**src/rtl/irq_router_pkg.sv**
```systemverilog
package irq_router_pkg;
  typedef enum logic [2:0] {
    RD_MASK = 3'd0,
    RD_STAT = 3'd1,
    RD_RAW  = 3'd2
  } rd_kind_e;
endpackage

```
**src/rtl/irq_raw_reg.sv**
```systemverilog
module irq_raw_reg #(
  parameter int REQ_W = 64
) (
  input  logic             clk,
  input  logic             rst_n,
  input  logic             set_en,
  input  logic [REQ_W-1:0] set_vec,
  input  logic             clr_en,
  input  logic [REQ_W-1:0] clr_vec,
  output logic [REQ_W-1:0] raw_q,
  output logic [REQ_W-1:0] raw_next
);
  logic [REQ_W-1:0] after_set;

  // set is applied before clear
  always_comb begin
    after_set = set_en ? (raw_q | set_vec) : raw_q;
    raw_next  = clr_en ? (after_set & ~clr_vec) : after_set;
  end

  always_ff @(posedge clk) begin
    if (!rst_n) raw_q <= '0;
    else        raw_q <= raw_next;
  end
endmodule

```
**src/rtl/irq_cpu_slice.sv**
```systemverilog
module irq_cpu_slice #(
  parameter int REQ_W = 64
) (
  input  logic             clk,
  input  logic             rst_n,
  input  logic             set_en,
  input  logic [REQ_W-1:0] set_vec,
  input  logic             clr_en,
  input  logic [REQ_W-1:0] clr_vec,
  input  logic [REQ_W-1:0] raw_next,
  input  logic             wr_sel,
  input  logic [REQ_W-1:0] wr_data,
  output logic [REQ_W-1:0] mask_q,
  output logic [REQ_W-1:0] stat_q,
  output logic             irq_q
);
  logic             set_hit;
  logic [REQ_W-1:0] stat_s;
  logic             flag_s;
  logic [REQ_W-1:0] stat_c;
  logic             flag_c;
  logic [REQ_W-1:0] wr_and;
  logic             wr_hit;
  logic [REQ_W-1:0] stat_d;
  logic             irq_d;
  logic [REQ_W-1:0] mask_d;

  always_comb begin
    // stage 1: set strobe, tested against the mask held before this cycle
    set_hit = set_en && (|(mask_q & set_vec));
    stat_s  = set_hit ? (stat_q | set_vec) : stat_q;
    flag_s  = irq_q | set_hit;
    // stage 2: clear strobe
    stat_c  = clr_en ? (stat_s & ~clr_vec) : stat_s;
    flag_c  = (clr_en && (stat_c == '0)) ? 1'b0 : flag_s;
    // stage 3: mask write against the raw value after both strobes
    wr_and  = wr_data & raw_next;
    wr_hit  = wr_sel && (|wr_and);
    stat_d  = wr_hit ? wr_and : stat_c;
    irq_d   = wr_hit ? 1'b1 : flag_c;
    mask_d  = wr_sel ? wr_data : mask_q;
  end

  always_ff @(posedge clk) begin
    if (!rst_n) begin
      mask_q <= '0;
      stat_q <= '0;
      irq_q  <= 1'b0;
    end else begin
      mask_q <= mask_d;
      stat_q <= stat_d;
      irq_q  <= irq_d;
    end
  end
endmodule

```
**src/rtl/irq_read_mux.sv**
```systemverilog
module irq_read_mux
  import irq_router_pkg::*;
#(
  parameter int NUM_CPU = 4,
  parameter int REQ_W   = 64,
  localparam int CPU_W  = (NUM_CPU > 1) ? $clog2(NUM_CPU) : 1
) (
  input  logic                          clk,
  input  logic                          rst_n,
  input  logic [CPU_W-1:0]              rd_cpu,
  input  logic [2:0]                    rd_reg,
  input  logic [NUM_CPU-1:0][REQ_W-1:0] mask_all,
  input  logic [NUM_CPU-1:0][REQ_W-1:0] stat_all,
  input  logic [REQ_W-1:0]              raw_q,
  output logic [REQ_W-1:0]              rd_data
);
  logic [REQ_W-1:0] sel_d;

  always_comb begin
    case (rd_kind_e'(rd_reg))
      RD_MASK: sel_d = mask_all[rd_cpu];
      RD_STAT: sel_d = stat_all[rd_cpu];
      RD_RAW:  sel_d = raw_q;
      default: sel_d = '0;
    endcase
  end

  always_ff @(posedge clk) begin
    if (!rst_n) rd_data <= '0;
    else        rd_data <= sel_d;
  end
endmodule

```
**src/rtl/irq_router.sv**
```systemverilog
module irq_router #(
  parameter int NUM_CPU = 4,
  parameter int REQ_W   = 64,
  localparam int CPU_W  = (NUM_CPU > 1) ? $clog2(NUM_CPU) : 1
) (
  input  logic               clk,
  input  logic               rst_n,
  input  logic               set_en,
  input  logic [REQ_W-1:0]   set_vec,
  input  logic               clr_en,
  input  logic [REQ_W-1:0]   clr_vec,
  input  logic               wr_en,
  input  logic [CPU_W-1:0]   wr_cpu,
  input  logic [REQ_W-1:0]   wr_data,
  input  logic [CPU_W-1:0]   rd_cpu,
  input  logic [2:0]         rd_reg,
  output logic [REQ_W-1:0]   rd_data,
  output logic [NUM_CPU-1:0] irq_o
);
  logic [REQ_W-1:0]              raw_q;
  logic [REQ_W-1:0]              raw_next;
  logic [NUM_CPU-1:0][REQ_W-1:0] mask_all;
  logic [NUM_CPU-1:0][REQ_W-1:0] stat_all;

  irq_raw_reg #(.REQ_W(REQ_W)) raw_i (
    .clk      (clk),
    .rst_n    (rst_n),
    .set_en   (set_en),
    .set_vec  (set_vec),
    .clr_en   (clr_en),
    .clr_vec  (clr_vec),
    .raw_q    (raw_q),
    .raw_next (raw_next)
  );

  for (genvar c = 0; c < NUM_CPU; c++) begin : g_cpu
    logic wr_sel;
    assign wr_sel = wr_en && (wr_cpu == CPU_W'(c));

    irq_cpu_slice #(.REQ_W(REQ_W)) slice_i (
      .clk      (clk),
      .rst_n    (rst_n),
      .set_en   (set_en),
      .set_vec  (set_vec),
      .clr_en   (clr_en),
      .clr_vec  (clr_vec),
      .raw_next (raw_next),
      .wr_sel   (wr_sel),
      .wr_data  (wr_data),
      .mask_q   (mask_all[c]),
      .stat_q   (stat_all[c]),
      .irq_q    (irq_o[c])
    );
  end

  irq_read_mux #(.NUM_CPU(NUM_CPU), .REQ_W(REQ_W)) rd_i (
    .clk      (clk),
    .rst_n    (rst_n),
    .rd_cpu   (rd_cpu),
    .rd_reg   (rd_reg),
    .mask_all (mask_all),
    .stat_all (stat_all),
    .raw_q    (raw_q),
    .rd_data  (rd_data)
  );
endmodule

```
**config.mk**
```make
export PLATFORM = sky130hd
export DESIGN_NAME = irq_router
export DESIGN_NICKNAME = d
export VERILOG_FILES = /design/src/rtl/irq_router_pkg.sv /design/src/rtl/irq_raw_reg.sv /design/src/rtl/irq_cpu_slice.sv /design/src/rtl/irq_read_mux.sv /design/src/rtl/irq_router.sv
export SDC_FILE = /design/constraint.sdc
export NUM_CORES = 2
export LEC_CHECK = 0
export BUFFER_PORTS_ARGS = -buffer_cell sky130_fd_sc_hd__buf_2
export CAP_MARGIN = 20
export CORE_UTILIZATION = 40
export CTS_BUF_LIST = sky130_fd_sc_hd__clkbuf_4
export CTS_CLUSTER_DIAMETER = 60
export CTS_CLUSTER_SIZE = 20
export DETAILED_ROUTE_END_ITERATION = 16
export GPL_TIMING_DRIVEN = 1
export PLACE_DENSITY = 0.55
export SYNTH_ARGS = -nofsm -noshare
export SYNTH_HDL_FRONTEND = slang
export SYNTH_SLANG_ARGS = --single-unit
export TNS_END_PERCENT = 100
```
**constraint.sdc**
```tcl
create_clock -name clk -period 3.7 [get_ports clk]
set_input_delay 0.74 -clock clk [delete_from_list [all_inputs] [get_ports clk]]
set_output_delay 0.74 -clock clk [all_outputs]
set_load 0.005 [all_outputs]
```
==> impl_metrics.tcl <==
set metrics [dict create \
    synth_edf_count 0 \
    grt_pass1_wl_um 238000 \
    clk_pin_slew_ns 0.19 \
    synth_seq_area_share 0.387 \
    cts_made_buffers 68 \
    synth_cell_types 54 \
    final_common_cell "nand2_1" \
    area_growth_pct 18.6 \
    gp_congestion 1.05 \
    drive_gt1_frac 0.220 \
    die_x_um 291 \
    grt_overflow 0 \
    antenna_found_initial 29 \
    setup_tns_ns 0 \
    initial_core_util 0.405 \
    syn-cell-area_um2 33300 \
    syn_nets 4161 \
    vdd_drop_max_v 0.000255 \
    first_iter_violations 4818 \
    synth-simple-area-share 0.218 \
    via_per_inst 6.29 \
    syn-instance-count 3957 \
    routedWlPerCell_um 30.5 \
    routed_wl_um 168000 \
    fin_worst_skew_ns 0.0957 \
    instances_no_fill 5505 \
    finalNetCount 4565 \
    yosys.area.top_type "dfxtp_1" \
    fmax_ghz 0.271 \
    outcome "finished, final reports clean" \
    final.min_clock_period_ns 3.70 \
    p_leak_nw 15.8 \
    ioPinCount 272 \
    core_um2 82200 \
    fin_util 0.481 \
    worstSetupStartpointType "flop" \
    synth_area_leaders "dfxtp_1, nand2_1, mux4_2, a21boi_0, nor2_1" \
    rr_startpoint "g_cpu[3].slice_i.mask_q[21]$_SDFFE_PN0P_" \
    synthAdderAreaFrac 0 \
    slew_headroom 0.277 \
    io_buffers 271 \
    crit_fanout 20 \
    dp_cells 5359 \
    synth-compound-area-share 0.238 \
    dieArea_um2 84500 \
    worstHoldStart "wr_data[7]" \
    setup_viol 0 \
    crit_path_end_kind "flop" \
    grt_usage 0.386 \
    rr_worst_depth 12 \
    grt_start_max_net_pins 220 \
    worstHoldPathCells 3 \
    synth.avg_cell_area_um2 8.42 \
    yosysTopAreaCellShare 0.387 \
    muxShareOfSynthArea 0.106 \
    clk_latency_ns 0.97 \
    vias 34600 \
    yosysWarnings 0 \
    worst_pin_slew_ns 1.08 \
    post-cts-setup-buffers 0 \
    period_share 0.999 \
    worst_ep_arrival_time_ns 4.54 \
    root_buffer "clkbuf_4" \
    hold_ws_ns 0.0659 \
    drv_cap 0 \
    synth_top_family_by_area "compound AO/OA/AOI/OAI gates" \
    htree_num_levels 3 \
    synth_xor_area_frac 0 \
    maxSlewViolCount 0 \
    dieHeight_um 291 \
    ys_ff_latch 644 \
    rows 105 \
    cts.path.max_buffers 3 \
    cts_tree "built" \
    remaining_drc_errors 0 \
    p_per_area_nw_per_um2 408 \
    rr_endpoint "g_cpu[3].slice_i.irq_q$_SDFF_PN0_" \
    synthArstFlopShare 0 \
    numClockSinks 644 \
    finalHoldViolCount 0 \
    final_cell_mix "nand2_1, dfxtp_1, buf_4" \
    p_total_mw 16.1 \
    dr.pass1.iters 8 \
    synth_ff_type "dfxtp_1" \
    detail-route-antenna-nets 0 \
    hold_path_end "g_cpu[0].slice_i.mask_q[7]$_SDFFE_PN0P_" \
    critPathKind "flop to flop" \
    grt_pass1_vias 31900 \
    cp.required_ns 4.54 \
    rsz0062_at_grt "no" \
    r2r_slack_ns 0.004 \
    hold_path.class "input port to flop" \
    dp_hpwl_um 124000 \
]
-- synth_stat cells, drive strengths merged (31+ instances only) --
| master | instances |
|---|---|
| nand2 | 785 |
| dfxtp | 644 |
| a21boi | 340 |
| nor2 | 323 |
| clkbuf | 243 |
| a31oi | 160 |
| and3 | 146 |
| a22oi | 140 |
| mux4 | 128 |
| buf | 125 |
| o21a | 124 |
| a21oi | 92 |
| nor3 | 88 |
| or3 | 80 |
| mux2i | 64 |
| and2 | 63 |
| a21o | 45 |
| a221oi | 44 |
| a22o | 44 |
| nand3 | 42 |
| o21ai | 33 |
| o22ai | 32 |
| inv | 31 |
-- metrics by stage --
stage | area (um2) | setup slack, ns
global placement | 38400 | -0.489
floorplan | 33300 | 0.670
finish | 39500 | 0.00387
CTS | 39500 | 0.0717
global route | 39500 | 0.0615
detailed placement | 38400 | -0.457
-- per-layer routing --
metal,GRT usage,part of all wire,vias up
met5,0,0.00072,-
met4,0.181,0.050,18
met3,0.120,0.13,370
met2,0.557,0.42,2305
met1,0.523,0.40,16800
li1,-,-,15100
-- state kept, by name (all words and copies together) (netlist names) --
signal	cells
raw_i.raw_q	64
g_cpu.slice_i.mask_q	256
g_cpu.slice_i.stat_q	256
rd_i.rd_data	64
g_cpu.slice_i.irq_q	4
-- layout make-up --
cell class                      count  area (um2)
Inverter                           32         120
Multi-Input combinational cell   2913       18800
Tap cell                         1070        1340
Clock buffer                       73         548
Fill cell                        8153       42700
Timing Repair Buffer              702        5240
Antenna cell                       19        47.5
Sequential cell                   644       12900
Clock inverter                     52         531
-- worst max-delay path, stage by stage, from the launching register on --
cell and delay [ns]:
dfxtp_1 0.37, a22o_1 0.21, a221oi_1 0.40, buf_4 0.23, and4_1 0.34, nand4_1 0.27
buf_4 0.34, a22oi_1 0.31, nand3_1 0.17, nor4_1 0.43, buf_4 0.21, nand4_1 0.08
o31a_1 0.25
-- report_power, final --
part	switching [mW]	total, mW	internal (mW)	leakage, nW
Sequential	0.284	7.59	7.31	5.25
Clock	3.07	4.50	1.43	0.581
Combinational	2.47	4.04	1.57	9.97
-- cells by family after synthesis --
kind of cell / count (synthesis)
flops: 644
simple gates: 1617
mux: 192
buf+inv: 400
compound gates: 1104
-- how the worst max path moves through the flow --
stage	startpoint	endpoint	slack, ns	cells after the start
after floorplan	set_vec[60]	g_cpu[3].slice_i.irq_q$_SDFF_PN0_	0.67	12
after global placement	set_vec[34]	g_cpu[1].slice_i.irq_q$_SDFF_PN0_	-0.49	13
after CTS	g_cpu[2].slice_i.mask_q[17]$_SDFFE_PN0P_	g_cpu[2].slice_i.irq_q$_SDFF_PN0_	0.07	12
after global routing	g_cpu[1].slice_i.mask_q[30]$_SDFFE_PN0P_	g_cpu[1].slice_i.irq_q$_SDFF_PN0_	0.06	12
final	g_cpu[3].slice_i.mask_q[21]$_SDFFE_PN0P_	g_cpu[3].slice_i.irq_q$_SDFF_PN0_	0.004	12
after detailed placement	set_vec[9]	g_cpu[1].slice_i.irq_q$_SDFF_PN0_	-0.46	13
-- repair_timing --
item | CTS | global route
endpoints found under the hold margin | 6 | 0
resized for setup | 0 | 3
setup endpoints to repair | 0 | 3
hold buffers | 2 | 0
(Power assumes the default switching activity.)
